[config.mk]
export PLATFORM = sky130hd
export DESIGN_NAME = recur_sine_osc
export DESIGN_NICKNAME = d
export VERILOG_FILES = /design/src/rtl/osc_pkg.sv /design/src/rtl/osc_sequencer.sv /design/src/rtl/osc_mac.sv /design/src/rtl/osc_dac_sat.sv /design/src/rtl/recur_sine_osc.sv
export SDC_FILE = /design/constraint.sdc
export NUM_CORES = 2
export LEC_CHECK = 0
export ABC_CLOCK_PERIOD_IN_PS = 8600
export BUFFER_PORTS_ARGS = -buffer_cell sky130_fd_sc_hd__buf_2
export CAP_MARGIN = 20
export CORE_ASPECT_RATIO = 0.75
export CORE_MARGIN = 3
export CORE_UTILIZATION = 66
export CTS_CLUSTER_SIZE = 40
export DETAILED_ROUTE_END_ITERATION = 12
export PLACE_DENSITY_LB_ADDON = 0.15
export SLEW_MARGIN = 20
export SYNTH_ARGS = -nofsm -noshare
export SYNTH_HDL_FRONTEND = slang
export SYNTH_SLANG_ARGS = --single-unit
[constraint.sdc]
create_clock -name clk -period 8.6 [get_ports clk]
set_clock_uncertainty 0.1 [all_clocks]
set_input_delay 0.43 -clock clk [delete_from_list [all_inputs] [get_ports clk]]
set_output_delay 0.43 -clock clk [all_outputs]
set_load 0.05 [all_outputs]
[src/rtl/osc_pkg.sv]
package osc_pkg;
  // pipeline depth of the shared multiply-add, in clock cycles
  localparam int MAC_LAT = 2;

  // smallest schedule that lets the multiply-add finish before the state update
  localparam int MIN_CYCLES = MAC_LAT + 1;
endpackage

[src/rtl/osc_sequencer.sv]
module osc_sequencer #(
  parameter int CYC_PER_SAMPLE = 5
) (
  input  logic clk,
  input  logic rst,
  input  logic load,
  output logic running,
  output logic step
);
  localparam int PH_W = (CYC_PER_SAMPLE > 1) ? $clog2(CYC_PER_SAMPLE) : 1;
  localparam logic [PH_W-1:0] PH_LAST = PH_W'(CYC_PER_SAMPLE - 1);

  logic [PH_W-1:0] phase;

  always_ff @(posedge clk) begin
    if (rst) begin
      running <= 1'b0;
      phase   <= '0;
    end else if (load) begin
      running <= 1'b1;
      phase   <= '0;
    end else if (running) begin
      phase <= (phase == PH_LAST) ? '0 : phase + 1'b1;
    end
  end

  // last phase of a sample period: the multiply-add result is settled
  assign step = running && !load && (phase == PH_LAST);
endmodule

[src/rtl/osc_mac.sv]
module osc_mac #(
  parameter int COEF_W    = 32,
  parameter int COEF_FRAC = 30,
  parameter int STATE_W   = 32
) (
  input  logic                      clk,
  input  logic signed [COEF_W-1:0]  coef,
  input  logic signed [STATE_W-1:0] mul_in,
  input  logic signed [STATE_W-1:0] add_in,
  output logic signed [STATE_W-1:0] result
);
  localparam int PROD_W = COEF_W + STATE_W;

  logic signed [PROD_W-1:0]  prod_q;
  logic signed [STATE_W-1:0] add_q;
  logic signed [PROD_W-1:0]  prod_scaled;

  // stage 1: product and addend
  always_ff @(posedge clk) begin
    prod_q <= PROD_W'(coef) * PROD_W'(mul_in);
    add_q  <= add_in;
  end

  assign prod_scaled = prod_q >>> COEF_FRAC;

  // stage 2: rescale and accumulate
  always_ff @(posedge clk) begin
    result <= prod_scaled[STATE_W-1:0] + add_q;
  end
endmodule

[src/rtl/osc_dac_sat.sv]
module osc_dac_sat #(
  parameter int STATE_W    = 32,
  parameter int STATE_FRAC = 28,
  parameter int DAC_W      = 16
) (
  input  logic                      clk,
  input  logic                      rst,
  input  logic                      en,
  input  logic signed [STATE_W-1:0] state_in,
  output logic signed [DAC_W-1:0]   dac_out,
  output logic                      valid_out
);
  localparam int SHIFT = STATE_FRAC - (DAC_W - 1);
  localparam logic signed [STATE_W-1:0] MAXV = {{(STATE_W-DAC_W+1){1'b0}}, {(DAC_W-1){1'b1}}};
  localparam logic signed [STATE_W-1:0] MINV = {{(STATE_W-DAC_W+1){1'b1}}, {(DAC_W-1){1'b0}}};

  logic signed [STATE_W-1:0] scaled;
  logic signed [DAC_W-1:0]   clamped;

  assign scaled = state_in >>> SHIFT;

  always_comb begin
    if (scaled > MAXV)      clamped = MAXV[DAC_W-1:0];
    else if (scaled < MINV) clamped = MINV[DAC_W-1:0];
    else                    clamped = scaled[DAC_W-1:0];
  end

  always_ff @(posedge clk) begin
    if (rst) begin
      dac_out   <= '0;
      valid_out <= 1'b0;
    end else begin
      valid_out <= en;
      if (en) dac_out <= clamped;
    end
  end
endmodule

[src/rtl/recur_sine_osc.sv]
module recur_sine_osc #(
  parameter int COEF_W         = 32,
  parameter int COEF_FRAC      = 30,
  parameter int STATE_W        = 32,
  parameter int STATE_FRAC     = 28,
  parameter int DAC_W          = 16,
  parameter int CYC_PER_SAMPLE = 5
) (
  input  logic                      clk,
  input  logic                      rst,
  input  logic                      load,
  input  logic signed [COEF_W-1:0]  coef_a,
  input  logic signed [STATE_W-1:0] init_prev,
  input  logic signed [STATE_W-1:0] init_last,
  output logic signed [DAC_W-1:0]   sample_out,
  output logic                      sample_valid
);
  logic                      running;
  logic                      step;
  logic signed [COEF_W-1:0]  coef_q;
  logic signed [STATE_W-1:0] x_old;
  logic signed [STATE_W-1:0] x_new;
  logic signed [STATE_W-1:0] x_neg;
  logic signed [STATE_W-1:0] mac_out;

  osc_sequencer #(.CYC_PER_SAMPLE(CYC_PER_SAMPLE)) u_seq (
    .clk     (clk),
    .rst     (rst),
    .load    (load),
    .running (running),
    .step    (step)
  );

  // the older sample enters the adder negated, turning multiply-add into multiply-subtract
  assign x_neg = -x_old;

  osc_mac #(
    .COEF_W    (COEF_W),
    .COEF_FRAC (COEF_FRAC),
    .STATE_W   (STATE_W)
  ) u_mac (
    .clk    (clk),
    .coef   (coef_q),
    .mul_in (x_new),
    .add_in (x_neg),
    .result (mac_out)
  );

  always_ff @(posedge clk) begin
    if (rst) begin
      coef_q <= '0;
      x_old  <= '0;
      x_new  <= '0;
    end else if (load) begin
      coef_q <= coef_a;
      x_old  <= init_prev;
      x_new  <= init_last;
    end else if (step) begin
      x_old <= x_new;
      x_new <= mac_out;
    end
  end

  osc_dac_sat #(
    .STATE_W    (STATE_W),
    .STATE_FRAC (STATE_FRAC),
    .DAC_W      (DAC_W)
  ) u_dac (
    .clk       (clk),
    .rst       (rst),
    .en        (step),
    .state_in  (mac_out),
    .dac_out   (sample_out),
    .valid_out (sample_valid)
  );

  // unused in logic, kept for the schedule lower bound in the package
  localparam int SCHED_MIN = osc_pkg::MIN_CYCLES;
endmodule

==> flow_summary.yaml <==
global_route:
  grt_overflow_total: 0
  grt_pass1_wl_mm: 189
  grt_pass1_vias: 32600
  track_usage: 0.366
  grt_start_max_net_pins: 86
  antenna_found_initial: 5
sta:
  setup_total_negative_slack_ps: 0
  crit_path_time_final_ps: 8360
  timing.fmax_mhz: 120
  whs_ps: 9.39
  final.setup.worst_slack_ps: 239
  final_hold_viol_count: 0
  worst_slew_margin: 0.189
  finalSetupViolCount: 0
  grt_setup_unrepaired: "no"
  tightestPinTransition_ps: 1220
  post_route_fraction_of_the_period_consumed_by_the_critical_path: 0.972
  slew_violations: 0
routing:
  drt_wl_total_mm: 119
  post_drt_wl_per_cell_um: 21.6
  avgViaCountPerCell: 5.65
  drt_first_iter_violations: 2815
  vias: 31000
  antenna_violating_nets_post_route: 0
  drt-pass1-iter-count: 6
  post-route-drc-count: 0
placement:
  place_inst: 5428
  gpl.final_weighted_congestion: 1.00
  port-buffer-count: 115
  post-place-ws_ps: 340
  dp.final_hpwl_mm: 97.6
  postPlaceCellArea_um2: 44900
job:
  max_cap_violations: 0
cells_and_area:
  utilization: 0.717
  layout.area.seq_um2: 4290
  final_cell_count_no_fill: 5487
  multi_input_comb_area_um2: 33900
  finish.instance_area_um2: 45900
  antennaDiodeCount: 0
  layout.nets: 5980
  layout-drive-gt1-share: 0.0724
  area_growth_pct: 7.12
  final.fill_count: 4778
logic_synthesis:
  synth_top_flop_cell: "sky130_fd_sc_hd__dfxtp_1"
  synth-warning-count: 0
  synthCells: 4552
  postSynthRegisterBits: 213
  synth_nets: 5924
  postSynth.asyncResetShare: 0
  syn_area_per_cell_um2: 9.41
  synth_sequential_area_ratio: 0.0995
  post-synth-top-area-fraction: 0.496
  netlist_area_um2: 42800
  netlist_top_cells_area: "sky130_fd_sc_hd__fa_1 50%, sky130_fd_sc_hd__dfxtp_1 10%, sky130_fd_sc_hd__inv_1 8.7%"
  synth_common_cells: "1062 x sky130_fd_sc_hd__fa_1, 988 x sky130_fd_sc_hd__inv_1, 636 x sky130_fd_sc_hd__nand2_1"
  synth_most_common_cell: "sky130_fd_sc_hd__fa_1"
  post-synth-top-area-cell: "sky130_fd_sc_hd__fa_1"
  synth_cell_types: 62
  synth_enable_flop_cells: 0
pwr:
  static-leakage-power_nw: 22.2
  power_per_cell_area_nw_per_um2: 152
  vdd_ir_drop_max_uv: 174
  design_power_total_mw: 7.00
setup_path:
  cp.arrival_ps: 8710
  timing.critical_path.from_type: "register"
  critical_path_required_ps: 8950
  timing.critical_path.to_type: "register"
  crit_path_max_fanout: 22
  worst_setup_path_class: "register to register"
clocking:
  tritoncts: "done"
  numCtsBuffers: 24
  clockRootBuffer: "sky130_fd_sc_hd__clkbuf_16"
  path_clk_slew_ps: 70
  cts_sinks: 213
  worst_skew_pair.late_latency_ps: 590
  h_tree_levels: 1
  clock_tree.buffer_depth: 3
  cts_setup_buffers: 0
floorplanning:
  die_width_um: 300
  core_area_um2: 64000
  fp.dieArea_um2: 68000
  die_height_um: 227
  top_level_i_o_count: 116
  effective_utilization_at_floorplan: 0.670
  std_cell_rows: 80
worst_hold_path:
  min-delay-path-class: "input port to register"
outcome:
  outcome: "finished clean"
## what timing repair did
action,4_1_cts,5_1_grt
setup endpoints to repair,0,7
hold endpoints to repair,15,0
resized for setup,0,17
hold buffers,15,0
## layer usage
metal | part of all wire | routed length [um] | vias to the layer above | GRT usage
met3 | 0.16 | 19200 | 147 | 0.157
met2 | 0.41 | 48200 | 1779 | 0.505
met4 | 0.017 | 2070 | 6 | 0.0571
li1 | - | - | 13400 | -
met1 | 0.41 | 49200 | 15700 | 0.551
met5 | 0.00028 | 33 | - | 0
## registers in the layout, summed over array words and instances (netlist names)
signal / flops
coef_q: 32
u_mac.add_q: 32
u_mac.prod_q: 32
u_mac.result: 32
x_new: 32
x_old: 32
u_dac.dac_out: 16
u_seq.phase: 3
u_dac.valid_out: 1
u_seq.running: 1
## power breakdown
part           total [mW]  switching (mW)  internal [mW]
sequential           1.42           0.189           1.24
clock                1.07           0.504          0.567
combinational        4.50            2.68           1.82
total                7.00            3.37           3.62
## critical path, cell delays in order, from the launching register on
cell	delay, ps
sky130_fd_sc_hd__dfxtp_1	530
sky130_fd_sc_hd__buf_4	370
sky130_fd_sc_hd__and2_1	190
sky130_fd_sc_hd__fa_1	440
sky130_fd_sc_hd__fa_1	460
sky130_fd_sc_hd__fa_1	550
sky130_fd_sc_hd__inv_1	50
sky130_fd_sc_hd__fa_1	540
sky130_fd_sc_hd__inv_1	90
sky130_fd_sc_hd__fa_1	490
sky130_fd_sc_hd__fa_1	730
sky130_fd_sc_hd__fa_1	490
sky130_fd_sc_hd__fa_1	440
sky130_fd_sc_hd__ha_1	340
sky130_fd_sc_hd__nand4_1	150
sky130_fd_sc_hd__nor3_4	160
sky130_fd_sc_hd__o211ai_1	120
sky130_fd_sc_hd__a41oi_2	290
sky130_fd_sc_hd__o21ai_2	160
sky130_fd_sc_hd__a211oi_2	290
sky130_fd_sc_hd__o21ai_2	110
sky130_fd_sc_hd__a21oi_4	240
sky130_fd_sc_hd__a41oi_4	180
sky130_fd_sc_hd__o311ai_1	400
sky130_fd_sc_hd__o211ai_1	170
sky130_fd_sc_hd__xnor2_1	150
## cell usage in the layout (no fill, tap or decap), types with 5 or more instances in the layout
cell type	synthesis	routed
sky130_fd_sc_hd__fa_1	1062	1062
sky130_fd_sc_hd__nand4_1	14	14
sky130_fd_sc_hd__ha_1	211	211
sky130_fd_sc_hd__and2_1	489	489
sky130_fd_sc_hd__inv_1	988	988
sky130_fd_sc_hd__o21bai_1	5	5
sky130_fd_sc_hd__nand2_1	636	636
sky130_fd_sc_hd__xor2_1	33	33
sky130_fd_sc_hd__inv_6	0	5
sky130_fd_sc_hd__dfxtp_2	0	17
sky130_fd_sc_hd__a22oi_1	50	50
sky130_fd_sc_hd__o21ai_0	41	41
sky130_fd_sc_hd__clkbuf_8	0	5
sky130_fd_sc_hd__o21a_1	6	6
sky130_fd_sc_hd__nor2_1	101	100
sky130_fd_sc_hd__nand2b_1	19	19
sky130_fd_sc_hd__nor3_1	23	23
sky130_fd_sc_hd__o211ai_1	5	5
sky130_fd_sc_hd__nor2b_1	26	26
sky130_fd_sc_hd__buf_2	0	113
sky130_fd_sc_hd__a21o_1	30	30
sky130_fd_sc_hd__buf_12	0	20
sky130_fd_sc_hd__mux2i_1	33	33
sky130_fd_sc_hd__nor4_1	11	11
sky130_fd_sc_hd__nand3_1	14	14
sky130_fd_sc_hd__a211oi_1	13	13
sky130_fd_sc_hd__dfxtp_1	213	196
sky130_fd_sc_hd__a21oi_1	144	144
sky130_fd_sc_hd__dlygate4sd3_1	0	15
sky130_fd_sc_hd__xnor2_1	80	80
sky130_fd_sc_hd__buf_4	0	130
sky130_fd_sc_hd__clkbuf_16	0	24
## final cells by class
cell class / count / share of cell area
clock inverters: 11 / 0.00199
repair buffers: 278 / 0.0456
clock buffers: 33 / 0.0149
multi-input cells: 3103 / 0.740
well taps: 861 / 0.0235
inverters: 988 / 0.0808
flip-flops and latches: 213 / 0.0934
## cells by family after synthesis
logic type,after synthesis,synth area share
simple gates,1355,0.155
fa+ha+maj,1273,0.558
compound gates,329,0.0487
buf+inv,1236,0.108
xor+xnor,113,0.0231
mux,33,0.00771
flops,213,0.0995
## worst paths after layout
| check | from | endpoint | slack (ps) | depth (start not counted) |
|---|---|---|---|---|
| setup / recovery | x_new[7] | u_mac.prod_q[61] | 240 | 25 |
| hold / removal | coef_a[22] | coef_q[22] | 9 | 3 |
| setup reg to reg | x_new[7] | u_mac.prod_q[61] | 240 | 25 |
| hold reg to reg | x_old[0] | u_mac.add_q[0] | 310 | 0 |
No activity file was read; power rests on OpenSTA's default activity.
